--- src/rtl/ptg_pkg.sv ---
package ptg_pkg;
    parameter int unsigned PTG_HW = 12;
    parameter int unsigned PTG_FW = 24;
    parameter int unsigned PTG_PW = 24;

    typedef enum logic [1:0] {
        ST_IDLE = 2'd0,
        ST_RUN  = 2'd1,
        ST_STOP = 2'd2
    } run_st_e;

    typedef struct packed {
        logic [PTG_HW-1:0] h_period;
        logic [PTG_HW-1:0] h_pulse;
        logic [PTG_HW-1:0] h_start;
        logic [PTG_HW-1:0] h_end;
        logic [PTG_HW-1:0] skew;
        logic [PTG_FW-1:0] v_period;
        logic [PTG_FW-1:0] v_pulse;
        logic [PTG_FW-1:0] v_start;
        logic [PTG_FW-1:0] v_end;
        logic              hs_low;
        logic              vs_low;
        logic              uf_rec;
        logic [PTG_PW-1:0] border;
        logic [PTG_PW-1:0] uf_col;
    } tcfg_t;

    typedef struct packed {
        logic              hsync;
        logic              vsync;
        logic              de;
        logic              fstart;
        logic [PTG_HW-1:0] hpos;
        logic [PTG_FW-1:0] fpos;
        logic [PTG_PW-1:0] rgb;
    } tout_t;

    function automatic logic in_span_f(input logic [PTG_FW-1:0] v,
                                       input logic [PTG_FW-1:0] lo,
                                       input logic [PTG_FW-1:0] hi);
        return (v >= lo) && (v <= hi);
    endfunction
endpackage

--- src/rtl/ptg_ctrl.sv ---
module ptg_ctrl
    import ptg_pkg::*;
(
    input  logic  clk,
    input  logic  rst,
    input  logic  en_i,
    input  tcfg_t cfg_in_i,
    input  logic  last_i,
    output tcfg_t cfg_o,
    output logic  run_o
);
    run_st_e state;

    always_ff @(posedge clk) begin
        if (rst) begin
            state <= ST_IDLE;
            cfg_o <= '0;
        end else begin
            case (state)
                ST_IDLE: begin
                    if (en_i) begin
                        state <= ST_RUN;
                        cfg_o <= cfg_in_i;
                    end
                end
                ST_RUN: begin
                    if (!en_i && last_i)  state <= ST_IDLE;
                    else if (!en_i)       state <= ST_STOP;
                end
                ST_STOP: begin
                    if (last_i)           state <= ST_IDLE;
                end
                default: state <= ST_IDLE;
            endcase
        end
    end

    assign run_o = (state != ST_IDLE);

    // a pending stop is never cancelled
    p_stop_sticky_r9: assert property (@(posedge clk) disable iff (rst)
        (state == ST_STOP) |=> (state != ST_RUN));
    // leaving the running states happens only at the frame boundary
    p_stop_at_wrap_r9: assert property (@(posedge clk) disable iff (rst)
        (state != ST_IDLE && !last_i) |=> (state != ST_IDLE));
    // captured settings hold while running
    p_cfg_hold_r10: assert property (@(posedge clk) disable iff (rst)
        (state != ST_IDLE) |=> $stable(cfg_o));
endmodule

--- src/rtl/ptg_counters.sv ---
module ptg_counters #(
    parameter int unsigned HW = ptg_pkg::PTG_HW,
    parameter int unsigned FW = ptg_pkg::PTG_FW
) (
    input  logic          clk,
    input  logic          rst,
    input  logic          run_i,
    input  logic [HW-1:0] h_period_i,
    input  logic [FW-1:0] v_period_i,
    output logic [HW-1:0] h_cnt_o,
    output logic [FW-1:0] f_cnt_o,
    output logic          last_o
);
    localparam logic [HW-1:0] H_ONE = HW'(1);
    localparam logic [FW-1:0] F_ONE = FW'(1);

    logic h_wrap;

    assign last_o = run_i && (f_cnt_o == v_period_i - F_ONE);
    assign h_wrap = (h_cnt_o == h_period_i - H_ONE);

    always_ff @(posedge clk) begin
        if (rst || !run_i) begin
            h_cnt_o <= '0;
            f_cnt_o <= '0;
        end else if (last_o) begin
            h_cnt_o <= '0;
            f_cnt_o <= '0;
        end else begin
            f_cnt_o <= f_cnt_o + F_ONE;
            h_cnt_o <= h_wrap ? '0 : h_cnt_o + H_ONE;
        end
    end

    // line position stays inside the line period
    p_hcnt_bound_r1: assert property (@(posedge clk) disable iff (rst)
        run_i |-> (h_cnt_o < h_period_i));
    // frame position advances by one until the wrap
    p_fcnt_step_r2: assert property (@(posedge clk) disable iff (rst)
        (run_i && !last_o) |=> (f_cnt_o == $past(f_cnt_o) + F_ONE));
endmodule

--- src/rtl/ptg_output.sv ---
module ptg_output
    import ptg_pkg::*;
(
    input  logic              clk,
    input  logic              rst,
    input  logic              run_i,
    input  tcfg_t             cfg_i,
    input  logic [PTG_HW-1:0] h_cnt_i,
    input  logic [PTG_FW-1:0] f_cnt_i,
    input  logic [PTG_PW-1:0] pix_i,
    input  logic              pix_valid_i,
    output logic              pix_req_o,
    output tout_t             out_o
);
    logic              h_win, v_win, act, hs_act, vs_act;
    logic [PTG_FW-1:0] v_lo, v_hi;
    logic [PTG_PW-1:0] rgb_n;

    assign v_lo   = cfg_i.v_start + PTG_FW'(cfg_i.skew);
    assign v_hi   = cfg_i.v_end   + PTG_FW'(cfg_i.skew);
    assign h_win  = (h_cnt_i >= cfg_i.h_start) && (h_cnt_i <= cfg_i.h_end);
    assign v_win  = in_span_f(f_cnt_i, v_lo, v_hi);
    assign act    = run_i && h_win && v_win;
    assign hs_act = run_i && (h_cnt_i < cfg_i.h_pulse);
    assign vs_act = run_i && (f_cnt_i < cfg_i.v_pulse);
    assign pix_req_o = act;

    always_comb begin
        if (!act)                           rgb_n = cfg_i.border;
        else if (pix_valid_i || !cfg_i.uf_rec) rgb_n = pix_i;
        else                                rgb_n = cfg_i.uf_col;
    end

    always_ff @(posedge clk) begin
        if (rst) begin
            out_o <= '0;
        end else begin
            out_o.hsync  <= hs_act ^ cfg_i.hs_low;
            out_o.vsync  <= vs_act ^ cfg_i.vs_low;
            out_o.de     <= act;
            out_o.fstart <= run_i && (f_cnt_i == '0);
            out_o.hpos   <= h_cnt_i;
            out_o.fpos   <= f_cnt_i;
            out_o.rgb    <= rgb_n;
        end
    end

    // frame-start only accompanies position zero
    p_fstart_pos_r8: assert property (@(posedge clk) disable iff (rst)
        out_o.fstart |-> (out_o.fpos == '0));
    // a missing pixel under recovery shows the underflow colour
    p_uflow_r6: assert property (@(posedge clk) disable iff (rst)
        (act && !pix_valid_i && cfg_i.uf_rec) |=> (out_o.rgb == $past(cfg_i.uf_col)));
    // nothing is displayed once idle
    p_idle_no_de_r9: assert property (@(posedge clk) disable iff (rst)
        !run_i |=> !out_o.de);
endmodule

--- src/rtl/pixcnt_timing_gen.sv ---
module pixcnt_timing_gen
    import ptg_pkg::*;
(
    input  logic              clk,
    input  logic              rst,
    input  logic              en_i,
    input  logic [PTG_HW-1:0] h_period_i,
    input  logic [PTG_HW-1:0] h_pulse_i,
    input  logic [PTG_HW-1:0] h_start_i,
    input  logic [PTG_HW-1:0] h_end_i,
    input  logic [PTG_HW-1:0] skew_i,
    input  logic [PTG_FW-1:0] v_period_i,
    input  logic [PTG_FW-1:0] v_pulse_i,
    input  logic [PTG_FW-1:0] v_start_i,
    input  logic [PTG_FW-1:0] v_end_i,
    input  logic              hs_low_i,
    input  logic              vs_low_i,
    input  logic              uflow_rec_i,
    input  logic [PTG_PW-1:0] border_rgb_i,
    input  logic [PTG_PW-1:0] uflow_rgb_i,
    input  logic [PTG_PW-1:0] pix_i,
    input  logic              pix_valid_i,
    output logic              pix_req_o,
    output logic              hsync_o,
    output logic              vsync_o,
    output logic              de_o,
    output logic              frame_start_o,
    output logic [PTG_HW-1:0] h_pos_o,
    output logic [PTG_FW-1:0] f_pos_o,
    output logic [PTG_PW-1:0] rgb_o
);
    tcfg_t             cfg_in, cfg;
    tout_t             outq;
    logic              run, last;
    logic [PTG_HW-1:0] h_cnt;
    logic [PTG_FW-1:0] f_cnt;

    always_comb begin
        cfg_in.h_period = h_period_i;
        cfg_in.h_pulse  = h_pulse_i;
        cfg_in.h_start  = h_start_i;
        cfg_in.h_end    = h_end_i;
        cfg_in.skew     = skew_i;
        cfg_in.v_period = v_period_i;
        cfg_in.v_pulse  = v_pulse_i;
        cfg_in.v_start  = v_start_i;
        cfg_in.v_end    = v_end_i;
        cfg_in.hs_low   = hs_low_i;
        cfg_in.vs_low   = vs_low_i;
        cfg_in.uf_rec   = uflow_rec_i;
        cfg_in.border   = border_rgb_i;
        cfg_in.uf_col   = uflow_rgb_i;
    end

    ptg_ctrl u_ctrl (
        .clk      (clk),
        .rst      (rst),
        .en_i     (en_i),
        .cfg_in_i (cfg_in),
        .last_i   (last),
        .cfg_o    (cfg),
        .run_o    (run)
    );

    ptg_counters #(.HW(PTG_HW), .FW(PTG_FW)) u_cnt (
        .clk        (clk),
        .rst        (rst),
        .run_i      (run),
        .h_period_i (cfg.h_period),
        .v_period_i (cfg.v_period),
        .h_cnt_o    (h_cnt),
        .f_cnt_o    (f_cnt),
        .last_o     (last)
    );

    ptg_output u_out (
        .clk         (clk),
        .rst         (rst),
        .run_i       (run),
        .cfg_i       (cfg),
        .h_cnt_i     (h_cnt),
        .f_cnt_i     (f_cnt),
        .pix_i       (pix_i),
        .pix_valid_i (pix_valid_i),
        .pix_req_o   (pix_req_o),
        .out_o       (outq)
    );

    assign hsync_o       = outq.hsync;
    assign vsync_o       = outq.vsync;
    assign de_o          = outq.de;
    assign frame_start_o = outq.fstart;
    assign h_pos_o       = outq.hpos;
    assign f_pos_o       = outq.fpos;
    assign rgb_o         = outq.rgb;
endmodule

--- config.mk ---
export PLATFORM = sky130hd
export DESIGN_NAME = pixcnt_timing_gen
export DESIGN_NICKNAME = d
export VERILOG_FILES = /design/src/rtl/ptg_pkg.sv /design/src/rtl/ptg_ctrl.sv /design/src/rtl/ptg_counters.sv /design/src/rtl/ptg_output.sv /design/src/rtl/pixcnt_timing_gen.sv
export SDC_FILE = /design/constraint.sdc
export NUM_CORES = 1
export LEC_CHECK = 0
export ABC_AREA = 1
export BUFFER_PORTS_ARGS = -buffer_cell sky130_fd_sc_hd__buf_4
export CAP_MARGIN = 20
export CELL_PAD_IN_SITES_DETAIL_PLACEMENT = 0
export CELL_PAD_IN_SITES_GLOBAL_PLACEMENT = 1
export CORE_MARGIN = 1
export CORE_UTILIZATION = 44
export DETAILED_ROUTE_END_ITERATION = 8
export GPL_ROUTABILITY_DRIVEN = 0
export GPL_TIMING_DRIVEN = 0
export PLACE_DENSITY_LB_ADDON = 0.25
export SKIP_LAST_GASP = 1
export SLEW_MARGIN = 10
export SYNTH_ARGS = -nofsm -noshare
export SYNTH_HDL_FRONTEND = slang
export SYNTH_HIERARCHICAL = 1
export SYNTH_SLANG_ARGS = --single-unit
--- constraint.sdc ---
create_clock -name clk -period 9.8 [get_ports clk]
set_input_delay 1.96 -clock clk [delete_from_list [all_inputs] [get_ports clk]]
set_output_delay 1.96 -clock clk [all_outputs]
set_load 0.005 [all_outputs]
* After elaboration in Yosys (flattened, before gate mapping)
Cells that the tools add are included.
** Storage, ports and cells
- Flip-flop bits (word level) :: 309
- Input port bits :: 235
** Cells by class
- Add/sub/neg operators :: 6
- Order comparisons :: 6
- Eq/ne operators :: 7
- Multiplexer cells :: 7
- Bitwise gates (word level) :: 2
- Reductions and logical operators :: 21
** Operators with widths (number)
- 24-bit by 12-bit adder with 24-bit output :: 2
- 24-bit two-way mux :: 2
- 24-bit by 1-bit adder with 24-bit output, second input constant :: 1
- 24-bit equality test :: 1
- 24-bit >= comparator :: 1
- 24-bit <= comparator :: 1
- 24-bit zero test :: 1
- 24-bit < comparator :: 1
- 24-bit by 1-bit subtractor with 24-bit output, second input constant :: 1
- 12-bit by 1-bit adder with 12-bit output, second input constant :: 1
- 12-bit equality test :: 1
- 12-bit >= comparator :: 1
- 12-bit <= comparator :: 1
- 12-bit < comparator :: 1
- 12-bit by 1-bit subtractor with 12-bit output, second input constant :: 1
- 1-bit logical AND :: 9
- 2-bit two-way mux :: 4
- 2-bit one-hot mux with 3 select lines :: 1
- 1-bit zero test :: 3
- 3-bit by 2-bit != test with 1-bit output, second input constant :: 1
- 3-bit AND reduction :: 1
- 3-bit OR reduction :: 1
- 2-bit by 1-bit equality test with 1-bit output, second input constant :: 1
- 2-bit equality test, second input constant :: 1
- other kinds (8) :: 10

* Logic depth before layout (Yosys ltp)
- Depth in word-level cells :: 6
- Mapped depth :: 25
- Mapped depth without buffers :: 24

* Cells and area by module
The synthesis kept the hierarchy.
** By module, submodules not included
- ptg_ctrl :: times used 1, cells each 1366, area each 9171.3 µm², seq. area each 4184.0 µm²
- ptg_output :: times used 1, cells each 987, area each 6800.3 µm², seq. area each 1281.2 µm²
- ptg_counters :: times used 1, cells each 499, area each 3101.7 µm², seq. area each 720.7 µm²

* Worst setup path after synthesis
No wires, ideal clock.
- Path type :: register to output
- From :: register u_ctrl/cfg_o[147] (netlist name)
- To :: output port pix_req_o
- Arrival :: 2.854 ns
- Data required time :: 7.840 ns
- Setup slack :: 4.986 ns
- Cell stages (with the launch flop) :: 20
- Buffers on the path :: 0
- Path through :: dfxtp_1 -> ha_1 -> inv_1 -> fa_1 -> o21ai_2 -> nand3_1 -> nand2_1 -> nand2_1 -> nor2_1 -> nand2_1 -> xor2_1 -> ha_1 -> nand2_1 -> nor2_1 -> nand2_1 -> nor2_2 -> nand3_1 -> nand2_2 -> nand3_2 -> inv_1
** On the way
- Longest elaborated chain between the ends :: 4
- Elaborated cells between the ends (all ways) :: 6
** RTL lines
- start, declared :: RTL line ptg_ctrl.sv:9 : output tcfg_t cfg_o,
- start signal, assigned :: RTL line ptg_ctrl.sv:23 : cfg_o <= cfg_in_i;
- 24-bit by 12-bit adder with 24-bit output (on tied branches) :: RTL line ptg_output.sv:19, ptg_output.sv:20
- 24-bit >= comparator or 24-bit <= comparator (tied branches) :: RTL line ptg_pkg.sv:42 : return (v >= lo) && (v <= hi);
- 1-bit logical AND (*) :: RTL line ptg_pkg.sv:42
- 1-bit logical AND (*) :: RTL line ptg_output.sv:23 : assign act = run_i && h_win && v_win;
- end, declared :: RTL line pixcnt_timing_gen.sv:23 : output logic pix_req_o,
Every way passes the cells marked *; elsewhere a longest branch is shown, timed or not.

* Worst setup path after layout
Same ends and word-level chain as after synthesis.

==> qor.txt <==
=================================================================================================
Number of CTS-inserted buffers                                                                 37
Number of synthesized flops with an enable pin                                                  0
Largest fanout on the critical path                                                             9
Aggregate global routing overflow                                                               0
Overall Power                                                                             3490 uW
Headroom to the max-slew limit                                                              0.249
Register clock-pin slew on the reported worst setup and hold paths                        0.06 ns
Number of antenna diodes                                                                        0
Number of primary I/O pins                                                                    300
RSZ-0062 raised after global routing                                                           no
DRC                                                                                             0
Number of distinct library cell variants in the gate-level netlist after synthesis             50
Max-Cap Viols                                                                                   0
Cells after synthesis                                                                        2852
R2r setup slk                                                                             5.82 ns
DR vias/cell                                                                                 4.94
Core area                                                                               42300 um2
Share of final-layout standard cells stronger than drive strength 1                         0.155
Via count of the routed design                                                              18700
Layout overhead on the synthesized area                                                     21.6%
Post-CTS Repair Setup Buffers                                                                   0
Number of hold violations in the final report                                                   0
Post-detailed-routing wire length                                                        58900 um
Number of hold buffers added after CTS                                                          0
Floorplan die height                                                                       210 um
Post-route ant nets                                                                             0
Worst setup path class                                                               flop to primary output
Worst reg-to-reg path cell count                                                               20
Hold Startpoint                                                                      u_ctrl/cfg_o[187]$_SDFFE_PP0P_
Hold WC Path Type                                                                    flop to flop
Cell Chain, Critical Path                                                            ha_1 > inv_1 > fa_1 > o21ai_2 > nand3_1 > a21oi_1 > nand3_1 > xor2_1 > inv_1 > ha_1 > nand2_1 > nor2_1 > nand2_1 > nor2_2 > nand3_1 > nand2_2 > nand3_2 > inv_1 > buf_4
Final count of pins violating max slew                                                          0
Total Routing Usage GR                                                                      0.263
1st-pass router iterations                                                                      5
Maximum number of pins on one net before global-route repair                                   15
Count of placed standard cells including taps                                                3727
Leakage                                                                                 0.0119 uW
Setup Skew                                                                              0.0213 ns
Portion of the clock cycle consumed by the worst path in the final layout                   0.637
Slowest library cell on the worst path                                               sky130_fd_sc_hd__fa_1
Post-DP HPWL                                                                             45700 um
Capture point of the worst reg-to-reg path                                           u_out/out_o[18]$_SDFF_PP0_
Crit end category                                                                    primary output
Peak Freq                                                                                 160 MHz
Slew of the pin with the lowest slew margin                                               1.13 ns
Netlist area before placement                                                           19100 um2
Count of non-filler cells in the finished layout                                             3792
Cell row count                                                                                 75
Clk sink count                                                                                309
Most frequently used flop master after synthesis                                     sky130_fd_sc_hd__dfxtp_1
DRC marker count from the first detailed-route iteration                                     1075
Post-CTS resize count                                                                           0
Reg-to-Reg Start                                                                     u_ctrl/cfg_o[147]$_SDFFE_PP0P_
Final worst-path setup slack                                                              3.55 ns
Clock insertion delay at the later pin of the skew report                                 0.57 ns
Outcome                                                                              finished, final reports clean
Total setup violations reported at the end of the flow                                          0
Via count of the first global-routing pass                                                  17600
Wire length per cell                                                                      15.5 um
Post-Synthesis Mean Instance Area                                                        6.69 um2
Root cell of the clock tree                                                          sky130_fd_sc_hd__clkbuf_16
Power density cells                                                                    150 nW/um2
Share of synthesized registers carrying an async set or reset                                   0
Element type at the critical path start                                                      flop
Die Outline Area                                                                        44200 um2
CTS H-Tree Depth                                                                                2
Initial antenna violation count                                                                 1
Horiz. Die Dim                                                                             210 um
Worst hold path cell count                                                                      2
Worst stage delay on the critical path                                                    0.41 ns
First-pass GRT wire length                                                               91300 um
Number of buffers on the longest clock path                                                     3
Post-synthesis sequential element count                                                       309
Initial cell density of the core                                                            0.451
Syn Nets                                                                                     3223
Tmin final                                                                                6.25 ns
Number of input and output port buffers inserted                                              298
End point of the most critical hold path                                             u_ctrl/cfg_o[187]$_SDFFE_PP0P_
Clock tree from TritonCTS                                                                   built
Data arrival time of the critical path                                                    4.29 ns
Yosys Warn Count                                                                                6
Required arrival time at the worst endpoint                                               7.84 ns
Sequential element share of the synthesized area                                            0.324
Setup WS pre-CTS                                                                          4.18 ns
Final-layout setup total negative slack                                                      0 ns
Worst vdd rail ir drop                                                                     128 uV
Net count reported at finish                                                                 3561
=================================================================================================
## critical path, delay by kind of cell (launching register included)
family / cells / cell delay [ns]
simple gates: 9 / 1.33
fa+ha+maj: 3 / 0.89
compound gates: 2 / 0.53
flops: 1 / 0.40
buf+inv: 4 / 0.38
xor+xnor: 1 / 0.21
## cell families after synthesis
group	count (synthesis)	share of synthesized area
AND/OR/NAND/NOR	1348	0.301
buffers and inverters	583	0.127
AO/OA/AOI/OAI	348	0.0951
flip-flops	309	0.324
adder cells (fa/ha/maj)	136	0.0900
XOR/XNOR	104	0.0499
multiplexers	24	0.0127
## layer usage
layer	GRT usage	vias up	part of all wire	routed length (um)
met5	0	-	0	0
met4	0.0972	0	0.031	1840
met3	0.0322	96	0.052	3050
met2	0.429	497	0.45	26400
met1	0.355	8490	0.47	27700
li1	-	9657	-	-
## registers in the layout, indices dropped and copies added (netlist names)
signal	cells
u_ctrl/state	2
u_cnt/h_cnt_o	12
u_out/out_o	64
u_ctrl/cfg_o	207
u_cnt/f_cnt_o	24
## cells in the mapped netlist, drive strengths merged (2+ instances only)
master	n	area (um2)
a21boi	2	15.0
a21o	6	45.0
a21oi	298	1510
buf	95	557
clkbuf	41	186
clkinv	2	7.51
dfxtp	309	6190
fa	2	40.0
ha	134	1680
inv	445	1670
mux2	2	22.5
mux2i	22	220
nand2	536	2040
nand3	291	1480
nand3b	12	90.1
nand4	29	188
nor2	456	1800
nor3	19	110
nor4	3	18.8
o21a	3	22.5
o21ai	34	181
o21bai	2	15.0
xnor2	40	350
xnor3	3	67.6
xor2	61	534
## worst max path at each step
stage                                   start   endpoint  slack [ns]  cells past startpoint
2_1_floorplan  u_ctrl/cfg_o[147]$_SDFFE_PP0P_  pix_req_o        4.99                     19
3_3_place_gp   u_ctrl/cfg_o[147]$_SDFFE_PP0P_  pix_req_o        4.22                     19
3_5_place_dp   u_ctrl/cfg_o[147]$_SDFFE_PP0P_  pix_req_o        4.18                     19
4_1_cts        u_ctrl/cfg_o[147]$_SDFFE_PP0P_  pix_req_o        3.57                     19
5_1_grt        u_ctrl/cfg_o[147]$_SDFFE_PP0P_  pix_req_o        3.25                     19
6_report       u_ctrl/cfg_o[147]$_SDFFE_PP0P_  pix_req_o        3.55                     19
## placed cells by master (no fill, tap or decap), drive strengths merged
| cell | synthesis | routed |
|---|---|---|
| o21ai | 34 | 34 |
| buf | 95 | 394 |
| a21oi | 298 | 298 |
| and2 | 1 | 1 |
| a21boi | 2 | 2 |
| nor2 | 456 | 456 |
| a211oi | 1 | 1 |
| nor3 | 19 | 19 |
| nand3 | 291 | 291 |
| nand4 | 29 | 29 |
| nor3b | 1 | 1 |
| fa | 2 | 2 |
| clkbuf | 41 | 90 |
| xnor3 | 3 | 3 |
| nand2 | 536 | 536 |
| ha | 134 | 134 |
| nand3b | 12 | 12 |
| xnor2 | 40 | 40 |
| mux2 | 2 | 2 |
| mux2i | 22 | 22 |
| a21o | 6 | 6 |
| xor2 | 61 | 61 |
| clkinvlp | 0 | 2 |
| nor4 | 3 | 3 |
| o21bai | 2 | 2 |
| bufinv | 0 | 1 |
| clkinv | 2 | 9 |
| dfxtp | 309 | 309 |
| inv | 445 | 450 |
| o31ai | 1 | 1 |
| o21a | 3 | 3 |
| a211o | 1 | 1 |
## report_power, final
part           internal (uW)  switching [uW]
Clock                    767             567
Sequential              1340            71.4
Combinational            305             438
## final cells by class
class | count | area [um2]
plain buffers | 136 | 743
clock buffers | 49 | 1020
clock inverters | 15 | 138
fillers | 4275 | 19100
inverters | 447 | 1680
multi-input cells | 1960 | 10500
flip-flops and latches | 309 | 6190
well taps | 577 | 722
repair buffers | 299 | 2250
## through the flow
stage          instance area [um2]  utilization  hold WS [ns]
2_1_floorplan                19100            -         0.448
3_3_place_gp                 22000        0.521         0.460
3_5_place_dp                 22000        0.521         0.469
4_1_cts                      23200        0.548         0.484
5_1_grt                      23200        0.548         0.504
6_report                     23200        0.548         0.477
(Power assumes the default switching activity.)
